==> config.mk <==
export PLATFORM = sky130hd
export DESIGN_NAME = serial_frame_tx
export DESIGN_NICKNAME = d
export VERILOG_FILES = /design/src/rtl/sft_pkg.sv /design/src/rtl/sft_fmt_decode.sv /design/src/rtl/sft_bit_timer.sv /design/src/rtl/sft_shift_parity.sv /design/src/rtl/serial_frame_tx.sv
export SDC_FILE = /design/constraint.sdc
export NUM_CORES = 1
export LEC_CHECK = 0
export ABC_AREA = 1
export BUFFER_PORTS_ARGS = -buffer_cell sky130_fd_sc_hd__buf_4
export CORE_UTILIZATION = 55
export DETAILED_ROUTE_END_ITERATION = 8
export PLACE_DENSITY_LB_ADDON = 0.25
export SLEW_MARGIN = 0
export SYNTH_ARGS = -nofsm -noshare
export SYNTH_HDL_FRONTEND = slang
export SYNTH_SLANG_ARGS = --single-unit
==> constraint.sdc <==
create_clock -name clk -period 6.4 [get_ports clk]
set_input_delay 0 -clock clk [delete_from_list [all_inputs] [get_ports clk]]
set_output_delay 0 -clock clk [all_outputs]
set_load 0.02 [all_outputs]
==> src/rtl/sft_pkg.sv <==
package sft_pkg;

    typedef enum logic [2:0] {
        ST_IDLE,
        ST_START,
        ST_DATA,
        ST_PARITY,
        ST_STOP
    } tx_state_e;

    // Field positions inside the control byte.
    localparam int CTL_WLEN_LO = 0;
    localparam int CTL_STOP    = 2;
    localparam int CTL_PAR_EN  = 3;
    localparam int CTL_PAR_SEL = 4;
    localparam int CTL_STICK   = 5;

    function automatic logic parity_of(input logic ones_xor, input logic sel, input logic stick);
        if (stick) begin
            return ~sel;
        end
        return sel ? ones_xor : ~ones_xor;
    endfunction

endpackage

==> src/rtl/sft_fmt_decode.sv <==
module sft_fmt_decode
    import sft_pkg::*;
#(
    parameter int DATA_W     = 8,
    parameter int OVERSAMPLE = 16,
    parameter int IDX_W      = 4,
    parameter int CNT_W      = 6
) (
    input  logic [7:0]        ctrl,
    output logic [IDX_W-1:0]  n_bits,
    output logic [DATA_W-1:0] mask,
    output logic [CNT_W-1:0]  stop_len,
    output logic              par_en,
    output logic              par_sel,
    output logic              par_stick
);
    localparam int MIN_WORD = DATA_W - 3;
    localparam logic [CNT_W-1:0] STOP_ONE  = CNT_W'(OVERSAMPLE);
    localparam logic [CNT_W-1:0] STOP_HALF = CNT_W'(OVERSAMPLE + OVERSAMPLE / 2);
    localparam logic [CNT_W-1:0] STOP_TWO  = CNT_W'(2 * OVERSAMPLE);

    logic [1:0] wsel;

    always_comb begin
        wsel      = ctrl[CTL_WLEN_LO +: 2];
        n_bits    = IDX_W'(MIN_WORD) + IDX_W'(wsel);
        par_en    = ctrl[CTL_PAR_EN];
        par_sel   = ctrl[CTL_PAR_SEL];
        par_stick = ctrl[CTL_STICK];
        if (!ctrl[CTL_STOP]) begin
            stop_len = STOP_ONE;
        end else if (wsel == 2'b00) begin
            stop_len = STOP_HALF;
        end else begin
            stop_len = STOP_TWO;
        end
    end

    for (genvar gi = 0; gi < DATA_W; gi++) begin : g_mask
        assign mask[gi] = (IDX_W'(gi) < n_bits);
    end

endmodule

==> src/rtl/sft_bit_timer.sv <==
module sft_bit_timer #(
    parameter int CNT_W = 6
) (
    input  logic             clk,
    input  logic             rst_n,
    input  logic             restart,
    input  logic             tick,
    input  logic [CNT_W-1:0] limit,
    output logic             expire
);
    logic [CNT_W-1:0] cnt;

    always_ff @(posedge clk or negedge rst_n) begin
        if (!rst_n) begin
            cnt <= '0;
        end else if (restart) begin
            cnt <= '0;
        end else if (tick) begin
            cnt <= cnt + 1'b1;
        end
    end

    assign expire = tick && (cnt == limit - 1'b1);

endmodule

==> src/rtl/sft_shift_parity.sv <==
module sft_shift_parity
    import sft_pkg::*;
#(
    parameter int DATA_W = 8
) (
    input  logic              clk,
    input  logic              rst_n,
    input  logic              load,
    input  logic              shift,
    input  logic [DATA_W-1:0] data,
    input  logic [DATA_W-1:0] mask,
    input  logic              par_sel,
    input  logic              par_stick,
    output logic              ser_bit,
    output logic              par_bit
);
    logic [DATA_W-1:0] shreg;
    logic [DATA_W-1:0] masked;

    assign masked = data & mask;

    always_ff @(posedge clk or negedge rst_n) begin
        if (!rst_n) begin
            shreg   <= '0;
            par_bit <= 1'b0;
        end else if (load) begin
            shreg   <= masked;
            par_bit <= parity_of(^masked, par_sel, par_stick);
        end else if (shift) begin
            shreg   <= {1'b0, shreg[DATA_W-1:1]};
        end
    end

    assign ser_bit = shreg[0];

endmodule

==> src/rtl/serial_frame_tx.sv <==
module serial_frame_tx
    import sft_pkg::*;
#(
    parameter int DATA_W     = 8,
    parameter int OVERSAMPLE = 16
) (
    input  logic              clk,
    input  logic              rst_n,
    input  logic              baud_tick,
    input  logic [7:0]        fmt_ctrl,
    input  logic [DATA_W-1:0] din,
    input  logic              din_valid,
    output logic              din_ready,
    output logic              tx_line,
    output logic              tx_busy
);
    localparam int IDX_W = $clog2(DATA_W + 1);
    localparam int CNT_W = $clog2(2 * OVERSAMPLE + 1);
    localparam logic [CNT_W-1:0] BIT_LEN = CNT_W'(OVERSAMPLE);

    tx_state_e state, state_nx;

    logic [IDX_W-1:0]  dec_nbits;
    logic [DATA_W-1:0] dec_mask;
    logic [CNT_W-1:0]  dec_stop;
    logic              dec_par_en, dec_par_sel, dec_stick;

    logic [IDX_W-1:0]  nbits_q;
    logic [CNT_W-1:0]  stop_q;
    logic              par_en_q;
    logic [IDX_W-1:0]  bit_idx;

    logic              accept, expire, restart;
    logic [CNT_W-1:0]  limit;
    logic              ser_bit, par_bit, shift_en;

    sft_fmt_decode #(
        .DATA_W(DATA_W), .OVERSAMPLE(OVERSAMPLE), .IDX_W(IDX_W), .CNT_W(CNT_W)
    ) u_dec (
        .ctrl      (fmt_ctrl),
        .n_bits    (dec_nbits),
        .mask      (dec_mask),
        .stop_len  (dec_stop),
        .par_en    (dec_par_en),
        .par_sel   (dec_par_sel),
        .par_stick (dec_stick)
    );

    sft_bit_timer #(.CNT_W(CNT_W)) u_tmr (
        .clk     (clk),
        .rst_n   (rst_n),
        .restart (restart),
        .tick    (baud_tick),
        .limit   (limit),
        .expire  (expire)
    );

    sft_shift_parity #(.DATA_W(DATA_W)) u_shp (
        .clk       (clk),
        .rst_n     (rst_n),
        .load      (accept),
        .shift     (shift_en),
        .data      (din),
        .mask      (dec_mask),
        .par_sel   (dec_par_sel),
        .par_stick (dec_stick),
        .ser_bit   (ser_bit),
        .par_bit   (par_bit)
    );

    assign accept   = (state == ST_IDLE) && din_valid;
    assign restart  = (state == ST_IDLE) || expire;
    assign limit    = (state == ST_STOP) ? stop_q : BIT_LEN;
    assign shift_en = (state == ST_DATA) && expire;

    // State register
    always_ff @(posedge clk or negedge rst_n) begin
        if (!rst_n) begin
            state <= ST_IDLE;
        end else begin
            state <= state_nx;
        end
    end

    // Next-state logic
    always_comb begin
        state_nx = state;
        unique case (state)
            ST_IDLE:   if (din_valid) state_nx = ST_START;
            ST_START:  if (expire) state_nx = ST_DATA;
            ST_DATA: begin
                if (expire && (bit_idx == nbits_q - 1'b1)) begin
                    state_nx = par_en_q ? ST_PARITY : ST_STOP;
                end
            end
            ST_PARITY: if (expire) state_nx = ST_STOP;
            ST_STOP:   if (expire) state_nx = ST_IDLE;
            default:   state_nx = ST_IDLE;
        endcase
    end

    // Frame format capture and data-bit counter
    always_ff @(posedge clk or negedge rst_n) begin
        if (!rst_n) begin
            nbits_q  <= '0;
            stop_q   <= BIT_LEN;
            par_en_q <= 1'b0;
            bit_idx  <= '0;
        end else begin
            if (accept) begin
                nbits_q  <= dec_nbits;
                stop_q   <= dec_stop;
                par_en_q <= dec_par_en;
            end
            if (state != ST_DATA) begin
                bit_idx <= '0;
            end else if (expire) begin
                bit_idx <= bit_idx + 1'b1;
            end
        end
    end

    // Outputs
    always_comb begin
        tx_line   = 1'b1;
        tx_busy   = 1'b1;
        din_ready = 1'b0;
        unique case (state)
            ST_IDLE: begin
                tx_busy   = 1'b0;
                din_ready = 1'b1;
            end
            ST_START:  tx_line = 1'b0;
            ST_DATA:   tx_line = ser_bit;
            ST_PARITY: tx_line = par_bit;
            ST_STOP:   tx_line = 1'b1;
            default:   tx_line = 1'b1;
        endcase
    end

endmodule

Yosys cells after proc, flatten, opt, wreduce, memory -nomap -nowiden:

Cells that the tools add are included.

* word-level logic and storage cells: 72
* register bits: 33
* bits of input ports: 20

* reductions and logical operators: 12
* magnitude comparators: 8
* equal/unequal tests: 12
* muxes and demuxes: 24
* add/sub/neg operators: 5
* bitwise gates (word level): 3

Operators with widths (count)
* $mux W6: 5
* $mux W3: 6
* $lt A3 B4 Y1 const A: 4
* $mux W8: 2
* $pmux W3 S5: 1
* $and A8 B8 Y8: 1
* $lt A1 B4 Y1 const A: 2
* $lt A2 B4 Y1 const A: 2
* $mux W4: 2
* $ne A2 B2 Y1 const B: 4
* $reduce_xor A8 Y1: 1
* $mux W1: 7
* $add A6 B1 Y6 const B: 1
* $eq A3 B2 Y1 const B: 2
* $eq A6 B6 Y1: 1
* $reduce_bool A2 Y1: 3
* $sub A6 B1 Y6 const B: 1
* $reduce_and A5 Y1: 1
* $add A3 B2 Y4 const A: 1
* $add A4 B1 Y4 const B: 1
* $eq A4 B4 Y1: 1
* $logic_and A1 B1 Y1: 4
* $sub A4 B1 Y4 const B: 1
* $eq A3 B1 Y1 const B: 1
* other kinds (8): 9

Longest topological paths before layout:

Gate-level depths: netlist of the first run.

* word-level depth: 8
* mapped depth: 15

Modules after synthesis:

A second synthesis of the first run with hierarchy kept.

* cell total of the unflattened synthesis: 346
* area total of the unflattened synthesis: 2366.0 µm²

Modules (own cells, without submodules)
* serial_frame_tx: area each 1019.7 µm², cells each 143, instances 1, sequential area each 451.7 µm²
* sft_shift_parity: area each 618.1 µm², cells each 93, instances 1, sequential area each 225.2 µm²
* sft_bit_timer: area each 520.5 µm², cells each 78, instances 1, sequential area each 150.1 µm²
* sft_fmt_decode: area each 207.7 µm², cells each 32, instances 1, sequential area each 0.0 µm²

Worst setup path after synthesis of the first run:

Ideal clock, no wire load.

* kind: reg-to-reg
* from: reg state[1]
* to: reg state[0]
* arrival: 1.891 ns
* cell stages (with the launch flop): 15
* data required time: 6.283 ns
* path slack: 4.392 ns
* library setup time: 0.117 ns
* buffers on the path: 0
* cell sequence: dfrtp_1 nor2_4 inv_2 nor2_1 inv_1 nor2_1 ha_1 xor2_1 nand2_1 nor2_4 nand2_4 a21oi_2 nand2_1 nand2_1 nand2_1

* cells in the longest elaborated chain, start to end: 8
* elaborated cells on any way between the ends: 17
* those cells by class: 1 x add/sub; 10 x eq/ne; 2 x mux; 4 x reduce/logical

Ends and longest elaborated chain
* start, declared: line serial_frame_tx.sv:21 `tx_state_e state, state_nx;`
* start signal, assigned: line serial_frame_tx.sv:81 `state <= state_nx;`
* $eq A3 B3 Y1: line serial_frame_tx.sv:73, serial_frame_tx.sv:88
* $mux W6: line serial_frame_tx.sv:73 `assign limit = (state == ST_STOP) ? stop_q : BIT_LEN;`
* $sub A6 B1 Y6: line sft_bit_timer.sv:23 `assign expire = tick && (cnt == limit - 1'b1);`
* $eq A6 B6 Y1: line sft_bit_timer.sv:23
* $logic_and A1 B1 Y1: line sft_bit_timer.sv:23
* $logic_and A1 B1 Y1: line serial_frame_tx.sv:92 `if (expire && (bit_idx == nbits_q - 1'b1)) begin`
* $ne A2 B1 Y1 (no line)
* $reduce_and A5 Y1 (no line)

Several ways; a longest one is shown, not always the timed one.
A chain may end at the register's enable or synchronous reset.

Worst setup path after layout of the first run:

* from: reg state[1]
* to: reg u_shp.shreg[5]

* cells in the longest elaborated chain, start to end: 7
* elaborated cells on any way between the ends: 11
* those cells by class: 1 x add/sub; 3 x eq/ne; 2 x mux; 5 x reduce/logical

Ends and longest elaborated chain
* $eq A3 B3 Y1: line serial_frame_tx.sv:73
* $mux W6: line serial_frame_tx.sv:73
* $sub A6 B1 Y6: line sft_bit_timer.sv:23
* $eq A6 B6 Y1: line sft_bit_timer.sv:23
* $logic_and A1 B1 Y1: line sft_bit_timer.sv:23
* $logic_and A1 B1 Y1: line serial_frame_tx.sv:74 `assign shift_en = (state == ST_DATA) && expire;`
* $reduce_bool A2 Y1 (no line)
* end signal, assigned: line sft_shift_parity.sv:27 `shreg <= masked;`
* end signal, assigned: line sft_shift_parity.sv:30 `shreg <= {1'b0, shreg[DATA_W-1:1]};`
* end, declared: line sft_shift_parity.sv:17 `logic [DATA_W-1:0] shreg;`

Several ways; a longest one is shown, not always the timed one.

==> results.cfg, run 1 <==
[timing]
worst_slew_pin_slew_ns = 0.3702
fmax_mhz = 447.3
tns_ns = 0
fin_crit_sh = 0.3493
skew_ns = 0.008377
relSlewSlack = 0.7532
rsz0062_at_grt = false
slew_viol_final = 0
hold_ws_ns = 0.008386
fin_crit_ns = 2.236
finalSetupViolCount = 0
timing_hold_violations_final = 0

[clock_network]
cts_sinks = 30
clk_latency_ns = 0.33
cts.repair.resized = 0
cts_tree = yes
cts_buffer_depth = 2
cts_max_level = 2
clockRootBuffer = clkbuf_4
numCtsBuffers = 5
clk_pin_slew_worst_paths_ns = 0.10

[die]
core_um2 = 3153
io_pins = 23
die_w_um = 60.59
fp-row-count = 20
fp.dieArea_um2 = 3671
die_y_um = 60.59
initial_utilization = 0.5988

[layout]
post-route-util = 0.7044
diodes = 0
final_nets = 316
drive_gt1_frac = 0.1655
instances_no_fill = 334
areaGrowthSynthToFinish_pct = 17.63
n_fill_cell = 276

[worst_setup_path]
crit_required_ns = 6.67
r2r_slack_ns = 4.16
cp_max_fo = 9
r2r-end = u_shp.shreg[5]$_DFFE_PN0P_
path_class = flop to flop
startpoint_type = flop
crit_path_end_kind = flop
rr_worst_depth = 15
worst_r2r_startpoint = state[1]$_DFFE_PN0P_
arrival_ns = 2.51

[power]
power_frac_seq = 0.386
switchingPower_mw = 0.3480
power_frac_comb = 0.463
leakage_nw = 1.189
power_frac_clock = 0.151
p_int_mw = 0.4536
powerDensity_nw_per_um2 = 360.9
peakVddDrop_mv = 0.1645
sw_frac_of_total = 0.4342

[grt]
grtUsageTotal = 0.2217
grt_pass1_wl_um = 5927
grt_pass1_vias = 1437
grt_overflow = 0
antenna_found_initial = 0
grt_max_degree = 31

[logic_synthesis]
ys_ff_latch = 30
yosysWarnings = 0
ys_types = 29
ys_seq_area_frac = 0.3983
synthesis.nets = 284
syn-cell-area_um2 = 1888
syn_area_per_cell_um2 = 7.347
syn_inst = 257

[placement]
place_congestion = 0.7985
hpwlAfterDp_um = 2609
portBuffers = 20
dpl.cell_count = 318

[detailed_routing]
drtIter0Drc = 68
ant_nets = 0
wire_per_inst_um = 10.37
drtPass1Iterations = 4
via_per_inst = 4.955
via_count = 1655
drc = 0
drt-total-wl_um = 3463

[run_status]
status = completed

[min_path]
holdPathStages = 5
holdPathEnd = u_shp.shreg[7]$_DFFE_PN0P_
min-delay-start = din[7]
hp-class = input port to flop

[flow_run]
maxCapViolCount = 0
cell usage after synthesis (all sizes together):
library cell  count  area share
xnor2             4       0.023
or2               2      0.0066
buf               1      0.0026
nor3              1      0.0026
dfrtp            29        0.38
o31ai             1      0.0040
nand3            25       0.072
o21ai            15       0.044
dfstp             1       0.014
a21oi             8       0.023
xor2              5       0.023
ha                7       0.046
nand4             3      0.0099
nand2            96        0.21
o21a              1      0.0040
clkbuf            2      0.0040
nor2             21       0.055
inv              35       0.071
worst max-delay path, stage by stage, from the launching register on:
cell,delay [ns]
dfrtp_1,0.46
nor2_4,0.18
inv_2,0.07
nor2_1,0.12
inv_1,0.07
nor2_1,0.10
ha_1,0.25
xor2_1,0.15
nand2_1,0.10
nor2_4,0.14
nand2_4,0.09
inv_4,0.10
nand2_4,0.11
nand2_8,0.12
nand2_1,0.06
nand2_1,0.06
what timing repair did:
item / in CTS / in global routing
endpoints found under the hold margin: 38 / 0
setup buffers: 0 / 0
hold buffers: 8 / 0
endpoints found under the setup margin: 0 / 0
cell families after synthesis:
kind of cell	after synthesis	synth area share
compound gates	25	0.07489
fa+ha+maj	7	0.04639
simple gates	148	0.3572
xor+xnor	9	0.04573
flops	30	0.3983
buf+inv	38	0.07753
how the worst max path moves through the flow:
stage / cells after the start / slack (ns) / from / to
2_1_floorplan: 14 / 4.39 / state[1]$_DFFE_PN0P_ / state[0]$_DFFE_PN0P_
3_3_place_gp: 15 / 4.21 / state[1]$_DFFE_PN0P_ / u_shp.shreg[0]$_DFFE_PN0P_
6_report: 15 / 4.16 / state[1]$_DFFE_PN0P_ / u_shp.shreg[5]$_DFFE_PN0P_
5_1_grt: 14 / 3.88 / state[0]$_DFFE_PN0P_ / state[0]$_DFFE_PN0P_
4_1_cts: 15 / 4.14 / state[1]$_DFFE_PN0P_ / u_shp.shreg[0]$_DFFE_PN0P_
3_5_place_dp: 14 / 4.16 / state[1]$_DFFE_PN0P_ / state[0]$_DFFE_PN0P_
flip-flops by register name, summed over array words and instances (netlist names):
signal         cells
u_shp.shreg        8
u_tmr.cnt          6
bit_idx            4
nbits_q            4
state              3
stop_q             3
par_en_q           1
u_shp.par_bit      1
area by class of cell:
cell class	count	area (um^2)	share of cell area
clock buffers	7	55.05	0.02479
clock inverters	1	5.005	0.002254
inverters	35	133.9	0.06028
multi-input cells	189	989.7	0.4456
flip-flops and latches	30	752.0	0.3386
well taps	44	55.05	0.02479
repair buffers	28	230.2	0.1037
placed cells by master (no fill, tap or decap), types with 2 or more instances in the layout:
cell type      instances
nand2_4                3
nand2_1               92
inv_1                 31
a21oi_1                7
nand3_2                2
nor2_1                17
o21ai_0               11
dfrtp_1               29
xnor2_1                3
or2_2                  2
dlygate4sd3_1          8
inv_2                  3
nand3_1               23
o21ai_2                2
clkbuf_4               5
buf_4                 20
nand4_1                3
xor2_1                 5
o21ai_1                2
nor2_4                 3
ha_1                   7
through the flow:
| stage | total power [mW] | area, um^2 | setup WS (ns) |
|---|---|---|---|
| after floorplan | 0.5907 | 1888 | 4.392 |
| after global placement | 0.6700 | 2081 | 4.210 |
| after detailed placement | 0.6835 | 2081 | 4.163 |
| after CTS | 0.8099 | 2221 | 4.144 |
| after global routing | 0.8789 | 2221 | 3.876 |
| final | 0.8016 | 2221 | 4.164 |
power groups by stage:
stage	Clock (mW)	Sequential (mW)	Combinational, mW
finish	0.121	0.309	0.371
global route	0.129	0.318	0.432
CTS	0.124	0.310	0.376
detailed placement	0	0.313	0.371
global placement	0	0.310	0.360
floorplan	0	0.301	0.290
metal layers:
layer / routed length [um] / up-vias / share of wire / global-route usage
met5: 0 / - / 0 / 0
met4: 62 / 0 / 0.018 / 0.09740
met3: 95 / 7 / 0.027 / 0.03838
met2: 1604 / 23 / 0.46 / 0.3673
met1: 1699 / 749 / 0.49 / 0.2859
li1: - / 876 / - / -
No activity file was read; power rests on OpenSTA's default activity.
==> inputs of run 2 (changes only) <==
--- a/config.mk
+++ b/config.mk
@@ -7,7 +7,7 @@
 export LEC_CHECK = 0
 export ABC_AREA = 1
 export BUFFER_PORTS_ARGS = -buffer_cell sky130_fd_sc_hd__buf_4
-export CORE_UTILIZATION = 55
+export CORE_UTILIZATION = 52
 export DETAILED_ROUTE_END_ITERATION = 8
 export PLACE_DENSITY_LB_ADDON = 0.25
 export SLEW_MARGIN = 0
==> constraint.sdc (replaced) <==
create_clock -name clk -period 1.95 [get_ports clk]
set_input_delay 0 -clock clk [delete_from_list [all_inputs] [get_ports clk]]
set_output_delay 0 -clock clk [all_outputs]
set_load 0.02 [all_outputs]
==> results.cfg, run 2 (synthesized netlist as in run 1, its figures left out) <==
[min_path]
min-delay-start = din[1]
holdPathEnd = u_shp.shreg[1]$_DFFE_PN0P_
holdPathStages = 5
hp-class = input port to flop

[detailed_routing]
via_per_inst = 4.902
via_count = 1701
wire_per_inst_um = 11.05
ant_nets = 0
drc = 0
drtPass1Iterations = 4
drtIter0Drc = 58
drt-total-wl_um = 3835

[die]
die_w_um = 62.26
fp.dieArea_um2 = 3876
core_um2 = 3416
io_pins = 23
fp-row-count = 21
initial_utilization = 0.5527
die_y_um = 62.26

[layout]
multi_input_area_um2 = 1046
layout_commonest_cell = nand2_1
drive_gt1_frac = 0.2126
diodes = 0
top_register = u_shp.shreg
regArea_um2 = 752.0
reg.largest.list = u_shp.shreg (8), u_tmr.cnt (6)
areaGrowthSynthToFinish_pct = 25.25
n_fill_cell = 294
post-route-util = 0.6923
largest_reg_flops = 8
final_cell_mix = nand2_1 (91), inv_1 (31), buf_4 (30), dfrtp_1 (29), nand3_1 (23)
final_nets = 327

[timing]
fin_ws_ns = -0.05758
slew_viol_final = 0
fin_crit_ns = 2.008
fmax_mhz = 498.1
rsz0062_at_grt = true
hold_ws_ns = 0.009514
worst_slew_pin_slew_ns = 0.3720
timing_hold_violations_final = 0
finalSetupViolCount = 12
relSlewSlack = 0.7520
skew_ns = 0.01116
fin_crit_sh = 1.030

[power]
peakVddDrop_mv = 0.7074
finalPower_mw = 2.923
sw_frac_of_total = 0.4204
p_int_mw = 1.694
power_frac_seq = 0.339
powerDensity_nw_per_um2 = 1236
leakage_nw = 1.255
power_frac_comb = 0.496
switchingPower_mw = 1.229
power_frac_clock = 0.165

[worst_setup_path]
cp_max_fo = 6
r2r_slack_ns = -0.06
crit_required_ns = 2.19
r2r-end = bit_idx[3]$_DFFE_PN0P_
path_class = flop to flop
rr_worst_depth = 14
cp-startpoint = state[0]$_DFFE_PN0P_
arrival_ns = 2.25
worst_r2r_startpoint = state[0]$_DFFE_PN0P_
startpoint_type = flop
crit_path_end_kind = flop

[clock_network]
cts_sinks = 30
cts_tree = yes
cts_max_level = 2
clk_pin_slew_worst_paths_ns = 0.09
cts_buffer_depth = 2
numCtsBuffers = 5
clockRootBuffer = clkbuf_4
clk_latency_ns = 0.34

[grt]
grt_max_degree = 31
grtUsageTotal = 0.2293
grt_overflow = 0
grt_pass1_wl_um = 7058
antenna_found_initial = 0
grt_pass1_vias = 1722

[placement]
portBuffers = 20
place_congestion = 0.8531
pre_cts_ws_ns = -0.04468
hpwlAfterDp_um = 2826

[flow_run]
maxCapViolCount = 0

[run_status]
status = finished with violations
violations = setup timing
## run 2: final cells by class
class	instances	share of cell area
clock buffers	5	0.01587
clock inverters	3	0.01693
inverters	35	0.05767
multi-input cells	191	0.4423
flip-flops and latches	30	0.3180
well taps	46	0.02434
repair buffers	37	0.1249
## run 2: how the worst max path moves through the flow
stage	end	cells after the start
after floorplan	u_shp.shreg[7]$_DFFE_PN0P_	14
after global placement	u_shp.shreg[7]$_DFFE_PN0P_	14
after detailed placement	u_shp.shreg[1]$_DFFE_PN0P_	15
after CTS	state[0]$_DFFE_PN0P_	14
after global routing	u_shp.shreg[4]$_DFFE_PN0P_	15
final	bit_idx[3]$_DFFE_PN0P_	14
## run 2: power groups by stage
stage          sequential (mW)  combinational, mW  clock, mW
2_1_floorplan            0.986              0.991          0
3_5_place_dp             0.999               1.43          0
4_1_cts                  0.989               1.46      0.493
3_3_place_gp             0.993               1.39          0
5_1_grt                   1.02               1.65      0.515
6_report                 0.991               1.45      0.481
## run 2: worst max-delay path: stages, from the launching register on
cell,delay [ns]
dfrtp_1,0.42
nor2_4,0.13
inv_2,0.04
nor2_2,0.09
inv_1,0.06
nor2_1,0.08
ha_1,0.24
xor2_1,0.14
nand2_1,0.11
nor2_4,0.05
nand2_4,0.13
inv_6,0.07
nor2_1,0.17
nand2_1,0.10
o31ai_2,0.08
## run 2: what timing repair did
item                                    CTS  global route
endpoints found under the setup margin   12            21
pin swaps                                 0             0
resized for setup                         2             0
hold endpoints to repair                 38             0
hold buffers                              7             0
gates cloned                              1             1
setup buffers                             0             0
## run 2: per-layer routing
metal / share of wire / GRT usage / up-vias
met1: 0.46 / 0.2760 / 774
li1: - / - / 892
met5: 0 / 0 / -
met2: 0.50 / 0.4080 / 27
met3: 0.023 / 0.03860 / 8
met4: 0.018 / 0.08721 / 0
## run 2: through the flow
stage                     TNS [ns]  area [um^2]  std cells
after floorplan            -0.1060         1917        257
after global placement           0         2187        330
after detailed placement   -0.2863         2187        330
after CTS                  -0.4316         2354        346
after global routing        -5.077         2365        347
final                      -0.2624         2365        347
